--- src/rtl/hit_pkt_pkg.sv ---
package hit_pkt_pkg;
  localparam int CHIP_W = 3;
  localparam int SCOL_W = 6;
  localparam int PIX_W  = 8;
  localparam int AMP_W  = 3;
  localparam int PKT_W  = CHIP_W + SCOL_W + PIX_W + AMP_W;
  localparam int CNT_W  = $clog2(PKT_W + 1);

  typedef enum logic [1:0] {
    TX_IDLE  = 2'd0,
    TX_REQ   = 2'd1,
    TX_REL   = 2'd2,
    TX_SHIFT = 2'd3
  } tx_state_t;

  function automatic logic [PKT_W-1:0] pack_hit(
    input logic [CHIP_W-1:0] chip,
    input logic [SCOL_W-1:0] scol,
    input logic [PIX_W-1:0]  pix,
    input logic [AMP_W-1:0]  amp);
    return {chip, scol, pix, amp};
  endfunction
endpackage

--- src/rtl/hs_port.sv ---
module hs_port (
  input  logic clk,
  input  logic rst_n,
  input  logic req,
  input  logic grant,
  output logic ack,
  output logic pending
);
  logic ack_nxt;

  assign pending = req & ~ack;

  always_comb begin
    if (ack) ack_nxt = req;
    else     ack_nxt = grant;
  end

  always_ff @(posedge clk or negedge rst_n) begin
    if (!rst_n) ack <= 1'b0;
    else        ack <= ack_nxt;
  end

  a_r2_ack_after_req: assert property (@(posedge clk) disable iff (!rst_n)
    $rose(ack) |-> $past(req));
  a_r2_ack_release: assert property (@(posedge clk) disable iff (!rst_n)
    (ack && !req) |=> !ack);
endmodule

--- src/rtl/rr_pick.sv ---
module rr_pick (
  input  logic clk,
  input  logic rst_n,
  input  logic take,
  input  logic pend_loc,
  input  logic pend_up,
  output logic gnt_loc,
  output logic gnt_up
);
  logic last_up, last_up_nxt;

  always_comb begin
    gnt_loc     = take & pend_loc & (~pend_up | last_up);
    gnt_up      = take & pend_up & ~gnt_loc;
    last_up_nxt = last_up;
    if (gnt_loc)     last_up_nxt = 1'b0;
    else if (gnt_up) last_up_nxt = 1'b1;
  end

  always_ff @(posedge clk or negedge rst_n) begin
    if (!rst_n) last_up <= 1'b1;
    else        last_up <= last_up_nxt;
  end

  a_r8_single_grant: assert property (@(posedge clk) disable iff (!rst_n)
    $onehot0({gnt_loc, gnt_up}));
endmodule

--- src/rtl/link_tx.sv ---
module link_tx
  import hit_pkt_pkg::*;
(
  input  logic             clk,
  input  logic             rst_n,
  input  logic             serial_mode,
  input  logic             load,
  input  logic [PKT_W-1:0] pkt_in,
  input  logic             dn_ack,
  output logic             idle,
  output logic             dn_req,
  output logic [PKT_W-1:0] dn_data,
  output logic             ser_out
);
  tx_state_t        state, state_nxt;
  logic [PKT_W-1:0] pkt_q, pkt_nxt;
  logic [PKT_W:0]   sh_q, sh_nxt;
  logic [CNT_W-1:0] cnt_q, cnt_nxt;

  always_comb begin
    state_nxt = state;
    pkt_nxt   = pkt_q;
    sh_nxt    = sh_q;
    cnt_nxt   = cnt_q;
    unique case (state)
      TX_IDLE: if (load) begin
        pkt_nxt = pkt_in;
        if (serial_mode) begin
          sh_nxt    = {1'b1, pkt_in};
          cnt_nxt   = '0;
          state_nxt = TX_SHIFT;
        end else begin
          state_nxt = TX_REQ;
        end
      end
      TX_REQ:  if (dn_ack)  state_nxt = TX_REL;
      TX_REL:  if (!dn_ack) state_nxt = TX_IDLE;
      TX_SHIFT: begin
        sh_nxt  = {sh_q[PKT_W-1:0], 1'b0};
        cnt_nxt = cnt_q + 1'b1;
        if (cnt_q == CNT_W'(PKT_W)) state_nxt = TX_IDLE;
      end
      default: state_nxt = TX_IDLE;
    endcase
  end

  always_ff @(posedge clk or negedge rst_n) begin
    if (!rst_n) begin
      state <= TX_IDLE;
      pkt_q <= '0;
      sh_q  <= '0;
      cnt_q <= '0;
    end else begin
      state <= state_nxt;
      pkt_q <= pkt_nxt;
      sh_q  <= sh_nxt;
      cnt_q <= cnt_nxt;
    end
  end

  assign idle    = (state == TX_IDLE);
  assign dn_req  = (state == TX_REQ);
  assign dn_data = pkt_q;
  assign ser_out = (state == TX_SHIFT) & sh_q[PKT_W];

  a_r3_req_holds: assert property (@(posedge clk) disable iff (!rst_n)
    (dn_req && !dn_ack) |=> dn_req);
  a_r3_data_stable: assert property (@(posedge clk) disable iff (!rst_n)
    (dn_req && $past(dn_req)) |-> $stable(dn_data));
  a_r3_no_early_req: assert property (@(posedge clk) disable iff (!rst_n)
    (!dn_req && dn_ack) |=> !dn_req);
  a_r6_frame_len: assert property (@(posedge clk) disable iff (!rst_n)
    (state == TX_SHIFT) |-> (cnt_q <= CNT_W'(PKT_W)));
endmodule

--- src/rtl/hit_link_stage.sv ---
module hit_link_stage
  import hit_pkt_pkg::*;
(
  input  logic              clk,
  input  logic              rst_n,
  input  logic [CHIP_W-1:0] chip_id,
  input  logic [SCOL_W-1:0] scol_addr,
  input  logic              serial_mode,
  input  logic              loc_req,
  input  logic [PIX_W-1:0]  loc_pix,
  input  logic [AMP_W-1:0]  loc_amp,
  output logic              loc_ack,
  input  logic              up_req,
  input  logic [PKT_W-1:0]  up_data,
  output logic              up_ack,
  output logic              dn_req,
  output logic [PKT_W-1:0]  dn_data,
  input  logic              dn_ack,
  output logic              ser_out
);
  logic pend_loc, pend_up, gnt_loc, gnt_up, tx_idle;
  logic [PKT_W-1:0] pkt_sel;

  hs_port u_loc (.clk(clk), .rst_n(rst_n), .req(loc_req), .grant(gnt_loc),
                 .ack(loc_ack), .pending(pend_loc));
  hs_port u_up  (.clk(clk), .rst_n(rst_n), .req(up_req), .grant(gnt_up),
                 .ack(up_ack), .pending(pend_up));

  rr_pick u_arb (.clk(clk), .rst_n(rst_n), .take(tx_idle),
                 .pend_loc(pend_loc), .pend_up(pend_up),
                 .gnt_loc(gnt_loc), .gnt_up(gnt_up));

  assign pkt_sel = gnt_loc ? pack_hit(chip_id, scol_addr, loc_pix, loc_amp) : up_data;

  link_tx u_tx (.clk(clk), .rst_n(rst_n), .serial_mode(serial_mode),
                .load(gnt_loc | gnt_up), .pkt_in(pkt_sel), .dn_ack(dn_ack),
                .idle(tx_idle), .dn_req(dn_req), .dn_data(dn_data),
                .ser_out(ser_out));

  a_r8_no_dual_ack: assert property (@(posedge clk) disable iff (!rst_n)
    !($rose(loc_ack) && $rose(up_ack)));
  a_r6_serial_no_req: assert property (@(posedge clk) disable iff (!rst_n)
    (ser_out) |-> !dn_req);
endmodule

--- config.mk ---
export PLATFORM = sky130hd
export DESIGN_NAME = hit_link_stage
export DESIGN_NICKNAME = d
export VERILOG_FILES = /design/src/rtl/hit_pkt_pkg.sv /design/src/rtl/hs_port.sv /design/src/rtl/rr_pick.sv /design/src/rtl/link_tx.sv /design/src/rtl/hit_link_stage.sv
export SDC_FILE = /design/constraint.sdc
export NUM_CORES = 1
export LEC_CHECK = 0
export ABC_AREA = 1
export BUFFER_PORTS_ARGS = -buffer_cell sky130_fd_sc_hd__buf_2
export CAP_MARGIN = 10
export CORE_MARGIN = 2
export CORE_UTILIZATION = 25
export CTS_CLUSTER_SIZE = 12
export DETAILED_ROUTE_END_ITERATION = 6
export PLACE_DENSITY = 0.42
export SLEW_MARGIN = 15
export SYNTH_ARGS = -nofsm -noshare
export SYNTH_HDL_FRONTEND = slang
export SYNTH_SLANG_ARGS = --single-unit
--- constraint.sdc ---
create_clock -name clk -period 1.5 [get_ports clk]
set_input_delay 0.15 -clock clk [delete_from_list [all_inputs] [get_ports clk]]
set_output_delay 0.15 -clock clk [all_outputs]
set_load 0.02 [all_outputs]
======== After elaboration in Yosys (flattened, before gate mapping) ========
Cells that the tools add are included.
word-level totals
  flip-flop bits (word level) ............. 51
  input bits .............................. 46
  output and inout bits ................... 24
  word-level logic and storage cells ...... 53
operators by class
  $add $sub $neg .......................... 1
  equality and inequality tests ........... 9
  muxes and demuxes ....................... 17
  bitwise gates (word level) .............. 13
  reductions and logical operators ........ 6
operator list
  operator                                                         number
  21-bit two-way mux                                               2
  21-bit one-hot mux with 2 select lines                           1
  20-bit two-way mux                                               1
  2-bit two-way mux                                                5
  5-bit two-way mux                                                2
  5-bit one-hot mux with 2 select lines                            1
  2-bit one-hot mux with 4 select lines                            1
  1-bit AND                                                        7
  2-bit by 1-bit != test with 1-bit output, second input constant  3
  5-bit by 1-bit adder with 5-bit output, second input constant    1
  5-bit == test, second input constant                             1
  2-bit == test, second input constant                             2
  1-bit two-way mux                                                4
  2-bit != test, second input constant                             2
  1-bit inverter                                                   4
  4-bit AND reduction                                              1
  2-bit nonzero test                                               2
  3-bit AND reduction                                              1
  2-bit by 1-bit == test with 1-bit output, second input constant  1
  2-bit logical NOT                                                1
  1-bit OR                                                         2
  2-bit AND reduction                                              1

======== Logic depth before layout (Yosys ltp) ========
Gate-level depths: netlist (run 1).
  word-level depth ........................ 10
  gate-level depth with buffers ........... 9
  depth with buffers taken out ............ 8

======== By module ========
A second synthesis (run 1) with hierarchy kept.
unflattened totals
  cells, all modules ...................... 369
  area total of the unflattened synthesis .. 2,681.3 um2
modules (own cells, without submodules)
  module          times used  cells each  area an instance (um2)  sequential area each (um2)
  link_tx         1           277         2,239.6                 1,201.2
  hit_link_stage  1           66          272.8                   0.0
  hs_port         2           7           47.5                    25.0
  rr_pick         1           12          73.8                    26.3

======== Worst setup path before layout (run 1) ========
No wires, ideal clock.
  path type ............................... reg2reg
  from .................................... register u_loc.ack
  to ...................................... register u_tx.sh_q[11]
  library setup time ...................... 125 ps
  data arrival time ....................... 1,207 ps
  required time ........................... 1,375 ps
  setup slack ............................. 169 ps
  stages on the path, launching flop included .. 10
  buffers on the path ..................... 1
  clock period less this slack ............ 1,331 ps
  path through ............................ dfrtp_1 > inv_1 > nand2_1 > nor2_2 > nand2_1 > buf_2 > nand2_1 > nand2_1 > nand2_1 > nand3_1
on the way
  longest elaborated chain between the ends .. 9
  elaborated cells between the ends (all ways) .. 13
  those cells by class .................... eq/ne (1); mux (4); bitwise (7); reduce/logical (1)
RTL lines
  what                                                RTL line              RTL
  start, declared                                     hs_port.sv:6          output logic ack,
  start signal, assigned                              hs_port.sv:20         else ack <= ack_nxt;
  1-bit inverter *                                    hs_port.sv:11         assign pending = req & ~ack;
  1-bit AND *                                         hs_port.sv:11
  1-bit AND * (2 in a row)                            rr_pick.sv:13         gnt_loc = take & pend_loc & (~pend_up | last_up);
  1-bit inverter                                      rr_pick.sv:14         gnt_up = take & pend_up & ~gnt_loc;
  1-bit AND                                           rr_pick.sv:14
  1-bit OR                                            hit_link_stage.sv:36  .load(gnt_loc | gnt_up), .pkt_in(pkt_sel), .dn_ack(dn_ack),
  2-bit by 1-bit != test with 1-bit output (no line)  -
  3-bit AND reduction (no line)                       -
  end signal, assigned                                link_tx.sv:56         sh_q <= sh_nxt;
  end, declared                                       link_tx.sv:17         logic [PKT_W:0] sh_q, sh_nxt;
Every way passes the cells marked *; elsewhere a longest branch is shown, timed or not. The select of a mux whose other input is x is not followed.
A chain may end at the register's enable or synchronous reset.

======== Worst setup path in the final report (run 1) ========
  from .................................... register u_up.ack
  to ...................................... register u_tx.sh_q[10]
on the way
  longest elaborated chain between the ends .. 10
  elaborated cells between the ends (all ways) .. 15
  those cells by class .................... eq/ne (1); mux (4); bitwise (9); reduce/logical (1)
RTL lines
  what                                                RTL line
  start, declared                                     hs_port.sv:6
  start signal, assigned                              hs_port.sv:20
  1-bit inverter *                                    hs_port.sv:11
  1-bit AND *                                         hs_port.sv:11
  1-bit inverter                                      rr_pick.sv:13
  1-bit OR                                            rr_pick.sv:13
  1-bit AND                                           rr_pick.sv:13
  1-bit inverter                                      rr_pick.sv:14
  1-bit AND                                           rr_pick.sv:14
  1-bit OR                                            hit_link_stage.sv:36
  2-bit by 1-bit != test with 1-bit output (no line)  -
  3-bit AND reduction (no line)                       -
Marked as above.

==> results of run 1 <==
==> power breakdown <==
| group | leakage [nW] | internal (W) | switching, W |
|---|---|---|---|
| clock | 0.0412 | 0.000328 | 0.000484 |
| sequential | 0.638 | 0.00202 | 0.000362 |
| combinational | 1.11 | 0.00132 | 0.00221 |
| total | 1.79 | 0.00367 | 0.00305 |
==> cell usage in the layout (no fill, tap or decap), drive strengths merged <==
| master | count |
|---|---|
| nand4 | 2 |
| ha | 2 |
| dfstp | 1 |
| o21ai | 8 |
| nand2 | 135 |
| inv | 16 |
| nor2 | 10 |
| buf | 93 |
| a21oi | 3 |
| o21bai | 1 |
| nor3 | 1 |
| clkbuf | 6 |
| dfrtp | 50 |
| clkinv | 1 |
| clkinvlp | 1 |
| dlygate4sd3 | 1 |
| o22ai | 1 |
| nand3 | 86 |
==> final timing paths <==
| kind | from | to | cells past startpoint |
|---|---|---|---|
| max reg2reg | u_up.ack | u_tx.sh_q[10] | 9 |
| min in group asynchronous | rst_n | u_tx.state[1] | 2 |
| max | u_up.ack | u_tx.sh_q[10] | 9 |
| max in group asynchronous | rst_n | u_arb.last_up | 3 |
| min reg2reg | u_tx.cnt_q[4] | u_tx.cnt_q[4] | 1 |
| min | up_req | u_up.ack | 3 |
==> per-stage QoR <==
stage	TNS, ns	util	hold slack [ns]
CTS	0	0.334	0.102
floorplan	0	-	-0.146
global placement	0	0.324	0.0716
global route	-0.0252	0.338	0.115
detailed placement	0	0.324	0.0662
finish	0	0.338	0.109
==> critical path, stage by stage (launching register included) <==
cell	delay, ns
dfrtp_1	0.40
buf_4	0.14
inv_1	0.06
nand3_1	0.13
nand2_2	0.14
buf_6	0.15
nand2_1	0.06
nand2_1	0.12
nand2_1	0.07
nand3_1	0.07
==> registers in the layout, summed over array words and instances (netlist names) <==
register	cells
u_arb.last_up	1
u_tx.cnt_q	5
u_tx.sh_q	21
u_up.ack	1
u_tx.state	2
u_loc.ack	1
u_tx.dn_data	20
==> what timing repair did <==
action,CTS,global route
hold buffers,1,0
gates resized for setup,0,13
endpoints found under the hold margin,10,0
setup endpoints to repair,0,35
buffers inserted,0,0
==> kinds of logic after synthesis <==
logic type               count (synthesis)  share of synthesized area
AO/OA/AOI/OAI                           13                     0.0270
adder cells (fa/ha/maj)                  2                    0.00981
buffers and inverters                   35                     0.0613
flip-flops                              51                      0.501
AND/OR/NAND/NOR                        234                      0.401
==> layer usage <==
metal  share of wire  wire length [um]  vias to the layer above  GRT usage
met5               0                 0                        -          0
met4          0.0072                59                        0     0.0267
met3           0.059               486                       10     0.0405
met2            0.46              3780                       84      0.251
met1            0.47              3850                     1180      0.213
li1                -                 -                     1245          -
==> final cells by class <==
cell class | count | share of cell area
flip-flops and latches | 51 | 0.385
clock inverters | 2 | 0.00377
inverters | 16 | 0.0196
repair buffers | 94 | 0.178
well taps | 133 | 0.0501
clock buffers | 6 | 0.0219
multi-input cells | 249 | 0.342
==> impl_metrics.yaml, run 1 <==
cts:
  clkLatencyLatePin_ns: 0.31
  cts_made_buffers: 5
  cts-root-buf: "clkbuf_8"
  cts_tree: "yes"
  clkTransAtPathRegs_ns: 0.10
  ctsHtreeMaxLevel: 2
  cts.path.max_buffers: 2
  cts_sinks: 51
detailed_routing:
  drcViolationCount: 0
  vias_per_cell: 4.57
  drt_wl_total_mm: 8.18
  drt-pass1-iter-count: 4
  initialDrtViolationCount: 85
  num_vias: 2519
  post_drt_wl_per_cell_um: 14.8
  antenna_left: 0
yosys:
  synthCells: 335
  synth_edf_count: 0
  synth_common_cells: "nand2_1, nand3_1, dfrtp_1, inv_1"
  synth_area_leader_cell: "dfrtp_1"
  synth_nets: 383
  yosys_warnings: 0
  ys_types: 25
  avgSynthCellArea_um2: 7.61
  async_reset_ff_frac: 1.00
  ys_seq_area_frac: 0.501
  synth.most_common_cell: "nand2_1"
  synth_area_leaders: "dfrtp_1, nand2_1, nand3_1, inv_1, o21ai_0"
  netlist.area_leader.share: 0.491
  synth_area_mm2: 0.00255
  synth_flop_cell: "dfrtp_1"
  synth_seq_cells: 51
min_path:
  hold_class: "input port to register"
sta:
  setup_viol: 0
  worst_slack_ns: 0.104
  finalHoldViolCount: 0
  drv_slew: 0
  slew_headroom: 0.790
  finalCritPeriodShare: 0.931
  max_slew.worst_pin.slew_ns: 0.315
  min_period_ns: 1.40
  skew_ns: 0.00912
  fmax_mhz: 716
grt:
  overflow: 0
  track_usage: 0.156
  grt_first_pass_wirelength_mm: 13.7
  antenna_found_initial: 0
  grt_pass1_vias: 2669
  grt_max_degree: 31
power:
  total_power_w: 0.00672
  power_leakage_nw: 1.79
  peakVddDrop_uv: 600
  pwr_density_cell_mw_per_mm2: 2030
placed_design:
  dp.cells: 542
  dpl_cell_area_mm2: 0.00319
  pre_cts_ws_ns: 0.112
  dpl.hpwl_mm: 5.94
  place.gp.congestion: 0.776
  io_buffers: 69
worst_setup_path:
  cp.arrival_ns: 1.65
  worst_ep_required_time_ns: 1.75
  critPathKind: "register to register"
  start_kind: "register"
  rrSetupSlack_ns: 0.10
  crit_path_max_fanout: 10
  critPathCaptureType: "register"
die:
  die_h_um: 105
  io_pins: 70
  core_area_mm2: 0.00982
  dieWidth_um: 105
  row_count: 36
  dieArea_mm2: 0.0110
  start_util: 0.260
finish:
  seq_area_mm2: 0.00128
  finish.net_count: 465
  n_antenna_cell: 0
  area_delta_synth_final_pct: 30.2
  design_area_mm2: 0.00332
  n_fill_cell: 1120
  drive_above_1_share: 0.278
  multi_input_area_mm2: 0.00113
  final_cells: 551
outcome:
  status: "finished, final reports clean"
run:
  maxCapViolations: 0
No activity file was read; power rests on OpenSTA's default activity.
==> run 2: changes to the inputs <==
--- a/config.mk
+++ b/config.mk
@@ -12,6 +12,7 @@
 export CORE_UTILIZATION = 25
 export CTS_CLUSTER_SIZE = 12
 export DETAILED_ROUTE_END_ITERATION = 6
+export GPL_ROUTABILITY_DRIVEN = 1
 export PLACE_DENSITY = 0.42
 export SLEW_MARGIN = 15
 export SYNTH_ARGS = -nofsm -noshare
==> constraint.sdc (replaced) <==
create_clock -name clk -period 1.5 [get_ports clk]
set_input_delay 0.075 -clock clk [delete_from_list [all_inputs] [get_ports clk]]
set_output_delay 0.075 -clock clk [all_outputs]
set_load 0.02 [all_outputs]
==> impl_metrics.yaml, run 2 (synthesis gave the netlist of run 1 again) <==
placed_design:
  io_buffers: 69
  dpl.hpwl_mm: 5.79
  place.gp.congestion: 0.772
die:
  dieWidth_um: 105
  start_util: 0.260
  row_count: 36
  core_area_mm2: 0.00982
  dieArea_mm2: 0.0110
  die_h_um: 105
  io_pins: 70
power:
  p_sw_frac: 0.441
  p_comb_frac: 0.506
  total_power_w: 0.00693
  p_int_w: 0.00387
  power_leakage_nw: 1.80
  clockPowerShare: 0.149
  peakVddDrop_uv: 510
  pwr_density_cell_mw_per_mm2: 2080
  seq_power_share: 0.346
  switchingPower_w: 0.00306
detailed_routing:
  post_drt_wl_per_cell_um: 14.9
  drt_wl_total_mm: 8.19
  drcViolationCount: 0
  initialDrtViolationCount: 104
  vias_per_cell: 4.61
  drt-pass1-iter-count: 4
  antenna_left: 0
  num_vias: 2529
cts:
  ctsHtreeMaxLevel: 2
  clkLatencyLatePin_ns: 0.31
  cts-root-buf: "clkbuf_8"
  post_cts_buffers: 0
  cts_tree: "yes"
  cts.path.max_buffers: 2
  cts_made_buffers: 5
  cts_sinks: 51
  clkTransAtPathRegs_ns: 0.11
sta:
  rsz0062_at_grt: "true"
  fmax_mhz: 706
  drv_slew: 0
  slew_headroom: 0.804
  skew_ns: 0.0138
  whs_ns: 0.0463
  finalHoldViolCount: 0
  finalCritPeriodShare: 0.944
  min_period_ns: 1.42
  setup_viol: 0
  max_slew.worst_pin.slew_ns: 0.293
finish:
  final_common_cell: "nand2_1"
  largest_reg_flops: 21
  n_fill_cell: 1107
  final_cell_mix: "nand2_1, nand3_1, buf_2, dfrtp_1, buf_4"
  n_antenna_cell: 0
  largest-register: "u_tx.sh_q"
  drive_above_1_share: 0.275
  finish.net_count: 462
  area_delta_synth_final_pct: 30.7
worst_setup_path:
  critPathKind: "register to register"
  worst_ep_required_time_ns: 1.69
  critPathCaptureType: "register"
  crit_path_max_fanout: 11
  cp.arrival_ns: 1.61
  reg2reg_depth: 7
  start_kind: "register"
outcome:
  status: "finished, final reports clean"
grt:
  overflow: 0
  antenna_found_initial: 0
  grt_max_degree: 52
  grt_pass1_vias: 2591
  grt_first_pass_wirelength_mm: 13.2
  track_usage: 0.149
min_path:
  hold_depth: 3
  hold_class: "input port to register"
run:
  maxCapViolations: 0
[run 2: path summary, 6_finish.rpt]
kind                                from       endpoint  slack [ns]
max in group asynchronous          rst_n  u_arb.last_up        0.92
min in group asynchronous          rst_n   u_tx.sh_q[0]        0.27
hold / removal                    up_req       u_up.ack        0.05
setup reg to reg           u_tx.state[1]   u_tx.sh_q[5]        0.08
setup / recovery           u_tx.state[1]   u_tx.sh_q[5]        0.08
hold reg to reg            u_tx.cnt_q[4]  u_tx.cnt_q[4]        0.50
[run 2: power by group through the flow]
stage               clock (W)  sequential [W]  combinational, W
floorplan                   0         0.00270           0.00184
detailed placement          0         0.00240           0.00346
global route          0.00110         0.00248           0.00393
global placement            0         0.00241           0.00343
finish                0.00103         0.00240           0.00350
CTS                   0.00105         0.00239           0.00346
[run 2: critical path, stage by stage (launching register included)]
cell and delay (ns):
dfrtp_1 0.45, nor2_4 0.19, nand3_2 0.11, nand2_4 0.10, nand2_4 0.11, buf_4 0.19, nand3_1 0.07, nand3_1 0.08
[run 2: timing repair]
action | CTS | global route
gates resized for setup | 0 | 15
hold endpoints to repair | 50 | 0
setup endpoints to repair | 0 | 28
hold buffers | 1 | 0
[run 2: area by class of cell]
type | count | area (um^2) | share of cell area
clock buffer | 6 | 82.6 | 0.0248
inverter | 16 | 65.1 | 0.0195
sequential | 51 | 1280 | 0.384
tap | 133 | 166 | 0.0499
multi-input combinational | 249 | 1140 | 0.341
clock inverter | 2 | 35.0 | 0.0105
timing repair buffer | 91 | 569 | 0.171
[run 2: per-layer routing]
| layer | vias to the layer above | global-route usage | share of wire |
|---|---|---|---|
| met3 | 9 | 0.0293 | 0.064 |
| li1 | 1242 | - | - |
| met5 | - | 0 | 0 |
| met4 | 0 | 0.0276 | 0.010 |
| met1 | 1187 | 0.198 | 0.47 |
| met2 | 91 | 0.254 | 0.46 |
[run 2: metrics by stage]
stage	worst slack (ns)	std cells	utilization	cell area, um^2	setup TNS (ns)
floorplan	0.169	335	-	2550	0
finish	0.0836	548	0.339	3330	0
global placement	0.0147	538	0.321	3160	0
global route	-0.0108	548	0.339	3330	-0.0511
detailed placement	0.0550	538	0.321	3160	0
CTS	0.0181	547	0.334	3280	0
==> run 3: changes to the inputs <==
--- a/config.mk
+++ b/config.mk
@@ -8,12 +8,14 @@
 export ABC_AREA = 1
 export BUFFER_PORTS_ARGS = -buffer_cell sky130_fd_sc_hd__buf_2
 export CAP_MARGIN = 10
+export CELL_PAD_IN_SITES_DETAIL_PLACEMENT = 0
+export CELL_PAD_IN_SITES_GLOBAL_PLACEMENT = 2
 export CORE_MARGIN = 2
 export CORE_UTILIZATION = 25
 export CTS_CLUSTER_SIZE = 12
 export DETAILED_ROUTE_END_ITERATION = 6
-export GPL_ROUTABILITY_DRIVEN = 1
-export PLACE_DENSITY = 0.42
+export GPL_ROUTABILITY_DRIVEN = 0
+export PLACE_DENSITY = 0.68
 export SLEW_MARGIN = 15
 export SYNTH_ARGS = -nofsm -noshare
 export SYNTH_HDL_FRONTEND = slang
==> impl_metrics.yaml, run 3 (synthesis gave the netlist of run 1 again) <==
sta:
  setup_viol: 0
  fmax_mhz: 708
  max_slew.worst_pin.slew_ns: 0.296
  min_period_ns: 1.41
  finalCritPeriodShare: 0.941
  slew_headroom: 0.803
  finalHoldViolCount: 0
  skew_ns: 0.00605
  drv_slew: 0
die:
  io_pins: 70
  core_area_mm2: 0.00982
  dieArea_mm2: 0.0110
  start_util: 0.260
  dieWidth_um: 105
  die_h_um: 105
  row_count: 36
min_path:
  hold_depth: 3
  min-delay-start: "loc_req"
  hold_end: "u_loc.ack"
  hold_class: "input port to register"
power:
  power_leakage_nw: 1.77
  pwr_density_cell_mw_per_mm2: 2010
  total_power_w: 0.00659
  peakVddDrop_uv: 687
worst_setup_path:
  critPathCaptureType: "output port"
  cp_num_buf_inv: 3
  critPathMaxStageDelay_ns: 0.44
  rrSetupSlack_ns: 0.11
  path_depth: 5
  crit_path_max_fanout: 13
  cp.arrival_ns: 1.34
  start_kind: "register"
  cp_top_family: "buffers and inverters"
  slowest_stage: "dfrtp_1"
  cp_cell_sequence: "buf_4 > nand2_2 > buf_6 > nor2_1 > buf_4"
  worst_path_most_repeated_cell: "buf_4"
  timing.rr.end: "u_tx.sh_q[12]"
  worst_ep_required_time_ns: 1.42
  critPathKind: "register to output port"
  reg2reg_depth: 7
  rr_startpoint: "u_tx.state[1]"
finish:
  n_antenna_cell: 0
  largest-register: "u_tx.sh_q"
  finish.net_count: 459
  final_cells: 545
  final_common_cell: "nand2_1"
  largest_reg_flops: 21
  final_cell_mix: "nand2_1, nand3_1, buf_2, dfrtp_1, buf_4"
  area_delta_synth_final_pct: 28.3
  drive_above_1_share: 0.265
placed_design:
  dp.cells: 535
  io_buffers: 69
  dpl.hpwl_mm: 5.75
grt:
  overflow: 0
  top_usage_layer: "met2"
  met1_usage: 0.200
  grt_use_met3: 0.0337
  grt_first_pass_wirelength_mm: 12.6
  grt_pass1_vias: 2493
  use_met2: 0.224
  antenna_found_initial: 0
  track_usage: 0.144
  grt_max_degree: 52
cts:
  clkTransAtPathRegs_ns: 0.09
  cts.path.max_buffers: 2
  clkLatencyLatePin_ns: 0.30
  ctsHtreeMaxLevel: 2
  cts_tree: "yes"
  cts_made_buffers: 5
  cts-root-buf: "clkbuf_8"
  cts_sinks: 51
detailed_routing:
  post_drt_wl_per_cell_um: 14.3
  antenna_left: 0
  drt-pass1-iter-count: 4
  initialDrtViolationCount: 92
  drcViolationCount: 0
  num_vias: 2492
  vias_per_cell: 4.57
  drt_wl_total_mm: 7.80
outcome:
  status: "finished, final reports clean"
run:
  maxCapViolations: 0
==> run 3: cell types whose count changed in the layout (fill, tap and decap cells not counted), sizes merged <==
cell	previous run	this run
buf	90	87
bufinv	1	0
clkinv	1	0
clkbuf	6	8
==> run 3: routing by layer <==
metal  routed length [um]  vias to the layer above
met3                  527                       14
li1                     -                     1238
met1                 3620                     1141
met2                 3530                       99
met4                  118                        0
met5                    0                        -
==> run 3: cell type report <==
cell class,instances,area [um^2]
well taps,133,166
flip-flops and latches,51,1280
repair buffers,88,529
multi-input cells,249,1130
inverters,16,65.1
clock buffers,8,100
fillers,1128,6550
==> run 3: power by group <==
group	internal [W]	switching [W]	leakage, nW	total [W]
clock	0.000422	0.000457	0.0515	0.000880
sequential	0.00202	0.000365	0.638	0.00239
combinational	0.00122	0.00210	1.08	0.00332
==> run 3: worst register-to-register path: cells and delay by family (launching register included) <==
kind | cells | cell delay (ns)
and+or+nand+nor | 6 | 0.62
buffers and inverters | 1 | 0.19
DFF | 1 | 0.45
==> run 3: repair_timing <==
action / in CTS / in global routing
gates resized for setup: 0 / 11
setup buffers: 0 / 1
setup endpoints to repair: 0 / 30
endpoints found under the hold margin: 50 / 0
hold buffers: 1 / 0
==> run 3: worst max path at each step <==
stage	startpoint	end	slack [ns]
detailed placement	u_tx.state[1]	u_tx.sh_q[12]	0.06
finish	u_tx.state[0]	ser_out	0.09
global placement	u_tx.state[1]	u_tx.sh_q[12]	0.03
floorplan	u_loc.ack	u_tx.sh_q[11]	0.17
global route	u_tx.state[0]	u_tx.sh_q[11]	-0.002
CTS	u_tx.state[1]	u_tx.sh_q[12]	0.02
==> run 3: per-stage QoR <==
| stage | cell area [um^2] | setup WS, ns | util | setup TNS, ns | hold slack (ns) |
|---|---|---|---|---|---|
| 3_3_place_gp | 3120 | 0.0329 | 0.318 | 0 | 0.0936 |
| 3_5_place_dp | 3120 | 0.0580 | 0.318 | 0 | 0.0963 |
| 2_1_floorplan | 2550 | 0.169 | - | 0 | -0.221 |
| 5_1_grt | 3270 | -0.00171 | 0.333 | -0.00171 | 0.0514 |
| 4_1_cts | 3230 | 0.0197 | 0.329 | 0 | 0.0319 |
| 6_report | 3270 | 0.0885 | 0.333 | 0 | 0.0312 |
